[config.mk]
export PLATFORM = sky130hd
export DESIGN_NAME = oc_pulse_gen
export DESIGN_NICKNAME = d
export VERILOG_FILES = /design/src/rtl/oc_pulse_gen.sv
export SDC_FILE = /design/constraint.sdc
export NUM_CORES = 1
export LEC_CHECK = 0
export BUFFER_PORTS_ARGS = -buffer_cell sky130_fd_sc_hd__clkbuf_2
export CORE_ASPECT_RATIO = 0.5
export CORE_MARGIN = 3
export CORE_UTILIZATION = 42
export CTS_BUF_LIST = sky130_fd_sc_hd__clkbuf_8
export DETAILED_ROUTE_END_ITERATION = 10
export GPL_ROUTABILITY_DRIVEN = 0
export PLACE_DENSITY_LB_ADDON = 0.08
export RECOVER_POWER = 50
export SLEW_MARGIN = 40
export SYNTH_ARGS = -nofsm -noshare
export SYNTH_HDL_FRONTEND = slang
export SYNTH_SLANG_ARGS = --single-unit
[constraint.sdc]
create_clock -name clk -period 2.2 [get_ports clk]
set_input_delay 0.11 -clock clk [delete_from_list [all_inputs] [get_ports clk]]
set_output_delay 0.11 -clock clk [all_outputs]
set_load 0.01 [all_outputs]
[src/rtl/oc_pulse_gen.sv]
module oc_pulse_gen #(
  parameter int W    = 16,
  parameter int SELW = 5
) (
  input  logic                   clk,
  input  logic                   rst_n,
  input  logic                   cnt_en,
  input  logic [W-1:0]           period,
  input  logic [W-1:0]           cmp_a,
  input  logic [W-1:0]           cmp_b,
  input  logic                   mode_wr,
  input  logic [2:0]             mode_in,
  input  logic                   trig_en,
  input  logic                   trig_auto,
  input  logic                   sw_trig,
  input  logic [SELW-1:0]        sync_sel,
  input  logic [(2**SELW)-2:0]   src_in,
  input  logic                   out_inv,
  input  logic                   flt_en,
  input  logic                   flt_in,
  input  logic                   flt_state,
  input  logic                   flt_tri_en,
  input  logic                   flt_clr,
  output logic                   oc_out,
  output logic                   oc_oe,
  output logic                   irq,
  output logic                   flt_flag,
  output logic                   trig_stat,
  output logic [2:0]             mode,
  output logic [W-1:0]           tmr
);
  localparam int NSRC = 2**SELW;

  logic [NSRC-1:0] src_vec;
  logic src_hit, go, wrap, hit_a, hit_b, dual, pin, pin_nx, irq_nx;

  assign src_vec = {src_in, 1'b0};
  assign src_hit = src_vec[sync_sel];
  assign go      = cnt_en & (~trig_en | trig_stat);
  assign wrap    = go & (tmr >= period);
  assign hit_a   = go & (tmr == cmp_a);
  assign hit_b   = go & (tmr == cmp_b);
  assign dual    = mode[2] & ~mode[1];

  always_comb begin
    case (mode)
      3'b001:         pin_nx = pin | hit_a;
      3'b010:         pin_nx = pin & ~hit_a;
      3'b011:         pin_nx = pin ^ hit_a;
      3'b100, 3'b101: pin_nx = hit_b ? 1'b0 : (hit_a ? 1'b1 : pin);
      default:        pin_nx = 1'b0;
    endcase
    if (dual)                          irq_nx = hit_b;
    else if (mode != 3'b000 && !mode[2]) irq_nx = hit_a;
    else                               irq_nx = 1'b0;
  end

  always_ff @(posedge clk or negedge rst_n) begin
    if (!rst_n) begin
      tmr       <= '0;
      trig_stat <= 1'b0;
      mode      <= 3'b000;
      flt_flag  <= 1'b0;
      pin       <= 1'b0;
      irq       <= 1'b0;
    end else begin
      if (!trig_en && src_hit) tmr <= '0;
      else if (go)             tmr <= wrap ? '0 : tmr + W'(1);

      if (!trig_en)                trig_stat <= 1'b0;
      else if (sw_trig || src_hit) trig_stat <= 1'b1;
      else if (trig_auto && wrap)  trig_stat <= 1'b0;

      if (mode_wr)                         mode <= mode_in;
      else if (mode == 3'b100 && hit_b)    mode <= 3'b000;

      if (flt_en && flt_in)        flt_flag <= 1'b1;
      else if (flt_clr && !flt_in) flt_flag <= 1'b0;

      pin <= pin_nx;
      irq <= irq_nx;
    end
  end

  assign oc_out = flt_flag ? flt_state : (pin ^ out_inv);
  assign oc_oe  = ~(flt_flag & flt_tri_en);
endmodule

==> metrics.md <==
| Metric | Value |
|---|---|
| Post-synth EDFFs | `0` |
| Top Ports | `around 120` |
| Required time worst endpoint | `between 2 and 2.5 ns` |
| Crit Path Max Fanout | `4` |
| Tmin final | `2.18 ns` |
| Fillers | `around 450` |
| Fmax | `~460 MHz` |
| Register bit total from synthesis | `23` |
| Slew margin rel. | `16.4%` |
| Status | `complete, no violations` |
| Worst slew pin tran | `roughly 1.3 ns` |
| Setup violators final | `0` |
| Critical path data arrival time | `roughly 2.3 ns` |
| Total wire length | `6630 µm` |
| Ys flop type | `dfrtp_1` |
| CTS clk-pin slew, worst paths | `0.08 ns` |
| Final nets | `between 500 and 600` |
| Diodes inserted | `0` |
| Maximum vdd drop | `between 0.2 and 0.25 mV` |
| Pin count of the biggest net entering global routing | `24` |
| Row count | `18` |
| Xor/xnor share of the synthesized area | `between 10% and 20%` |
| Post-synthesis mux area share | `7.45%` |
| Dpl hpwl | `5660 µm` |
| Via/cell ratio | `5.08` |
| Max clock buf depth | `2` |
| Worst Setup SP | `tmr[6]` |
| RSZ-0062 raised after global routing | `yes` |
| Initial antenna violation count | `0` |
| Routed len/inst | `~14 µm` |
| Post-route DRC violation count | `0` |
| Final TNS setup | `0 ns` |
| Hold Vio Cnt, Final | `0` |
| Synth Area in Compound Gates | `~13%` |
| Die height | `a little under 60 µm` |
| Library cells used by synthesis | `42` |
| Clk_skew | `0.00301 ns` |
| Post-route ant nets | `0` |
| Iteration-0 DRC Markers | `between 100 and 150` |
| Synthesized-area fraction occupied by adder cells | `approximately a tenth` |
| Share of cells above drive strength 1 | `around 43%` |
| Vias | `between 2000 and 2500` |
| CP Launch Type | `flop` |
| Most frequent cells in the layout | `121 x clkbuf_2, 36 x xnor2_1, 23 x buf_4, 22 x dfrtp_1, 21 x inv_1` |
| Final Slew Violations | `0` |
| Core Region | `just over 0.005 mm²` |
| Power Density | `414 mW/mm²` |
| Post-Syn Nets | `~390` |
| Post-Syn Instances | `270` |
| Post-synthesis sequential area ratio | `~25%` |
| Min Hold Slack | `~0.0069 ns` |
| Max-cap violations | `0` |
| Top cells by area, synth | `dfrtp_1 25%, xnor2_1 14%, ha_1 10%, mux2i_1 7.0%, nand4_1 4.4%` |
| Total power | `0.00136 W` |
| Ys async rst share | `between 90% and 100%` |
| Clock buffer count from CTS | `3` |
| Congestion Overflow GR | `0` |
| Average size of a mapped cell | `~8.5 µm²` |
| DRT Pass-1 Iters | `4` |
| Placed Cells incl. Taps | `~470` |
| Synth area leader | `dfrtp_1` |
| First-pass GRT wire length | `10800 µm` |
| Slowest-stage cell, CP | `dfrtp_1` |
| P_leak | `around 1.7 nW` |
| Crit path cell chain | `buf_6 > xnor2_2 > nand4_1 > nor4_2 > nand3_2 > ha_4 > mux2i_2 > a211oi_2 > a41o_1` |
| Port buffer count | `~120` |
| Tightest Hold Check Type | `in2reg` |
| Commonest non-fill, non-tap cell in the layout | `clkbuf_2` |
| Mapped Area | `~0.0023 mm²` |
| R2r endpoint | `pin` |
| Period utilization | `a little over nine tenths` |
| Total Die Area | `approximately 0.0065 mm²` |
| Initial Util | `45.0%` |
| Largest family of logic cells by synthesized area | `simple AND/OR/NAND/NOR gates` |
| Total track usage | `roughly a fifth` |
| Top cell type's share of synthesized area | `between 20 and 30%` |
| Max incr delay on CP | `roughly 0.4 ns` |
| CTS tree | `done` |
| Worst r2r src | `tmr[6]` |
| Area grow syn2layout | `42.3%` |
| Die width | `around 110 µm` |
| Critical Path End | `pin` |
| CP endpoint kind | `flop` |
| Worst-Skew Late Latency | `approximately 0.27 ns` |
| Final Non-Filler Cells | `around 480` |
| Htree depth | `1` |
| Final setup margin | `roughly 0.024 ns` |
| Worst Reg-to-Reg Cells | `9` |
| Vias in the first global route | `~2300` |
| Pre-CTS setup slack | `-0.0428 ns` |
| Synth Area in Simple Gates | `around a fifth` |
| Critical setup path kind | `reg2reg` |
| Clock tree root driver cell | `clkbuf_8` |
| Clock tree sinks | `23` |
| Ys Warns | `0` |
| Reg2Reg Setup Slack | `between 0.02 and 0.025 ns` |
[worst min-delay path by stage]
stage          cells after the start  startpoint  slack, ns       end
6_report                           2     flt_clr      0.007  flt_flag
5_1_grt                            2     flt_clr       0.03  flt_flag
4_1_cts                            2     flt_clr      0.003  flt_flag
3_5_place_dp                       1       rst_n       0.15   tmr[13]
3_3_place_gp                       1       rst_n       0.14   tmr[14]
2_1_floorplan                      0       rst_n      -0.19  flt_flag
[flip-flops by register name (all words and copies together) (netlist names)]
signal,flops
mode,3
tmr,16
trig_stat,1
pin,1
flt_flag,1
irq,1
[cell usage after synthesis, types with 2 or more instances]
master and n:
a2111oi_4 2, inv_1 21, nand4_1 16, nor3_1 5
nand3_1 13, xor2_1 9, a21oi_1 12, nand2_1 19
o21a_1 2, and2_1 2, a211oi_1 2, nand2b_1 3
o21ai_0 6, nor2_1 19, xnor2_1 37, nor2b_1 2
mux2i_1 16, a21o_1 3, buf_6 2, nor4_1 3
dfrtp_1 23, clkbuf_1 11, a21boi_0 2, ha_1 19
a22oi_1 4
[worst max-delay path, delay by kind of cell (launching register included)]
kind	cells	cell delay (ns)
simple gates	3	0.69
flops	1	0.40
compound gates	2	0.28
fa+ha+maj	1	0.27
mux	1	0.16
buf+inv	1	0.14
xor+xnor	1	0.13
[per-layer routing]
layer | share of wire [%] | routed length (µm) | global-route usage, % | vias to the layer above
li1 | - | - | - | 1220
met1 | 45 | 2950 | 28.3 | 1096
met2 | 46 | 3050 | 34.2 | 106
met3 | 8.1 | 535 | 4.31 | 10
met4 | 1.4 | 95 | 4.56 | 0
met5 | 0 | 0 | 0 | -
[cells by family after synthesis]
family                   Yosys count
AND/OR/NAND/NOR                   89
XOR/XNOR                          46
AO/OA/AOI/OAI                     41
buffers and inverters             35
flip-flops                        23
adder cells (fa/ha/maj)           19
multiplexers                      17
[area by class of cell]
class / count / area, µm² / area share, %
Multi-Input combinational cell: 212 / 1660 / 50.6
Timing Repair Buffer: 149 / 827 / 25.3
Sequential cell: 23 / 577 / 17.6
Tap cell: 70 / 87.6 / 2.67
Inverter: 21 / 78.8 / 2.41
Clock buffer: 3 / 41.3 / 1.26
Clock inverter: 1 / 5.00 / 0.153
[repair_timing]
| action | 4_1_cts | 5_1_grt |
|---|---|---|
| gates resized for setup | 1 | 19 |
| setup endpoints to repair | 2 | 19 |
| hold buffers | 1 | 0 |
| buffers inserted | 2 | 4 |
| endpoints found under the hold margin | 23 | 0 |
| pin swaps | 7 | 11 |
[power breakdown]
group          total [W]  leakage, nW  switching (W)  internal (W)
clock network   0.000269       0.0255       0.000142      0.000127
logic           0.000586         1.36       0.000273      0.000313
registers       0.000500        0.304      0.0000455      0.000455
[through the flow]
step,util [%],cell area [µm²]
finish,64.0,3270
global route,64.0,3270
CTS,61.9,3170
detailed placement,60.4,3090
global placement,60.4,3090
floorplan,-,2300
No activity file was read; power rests on OpenSTA's default activity.
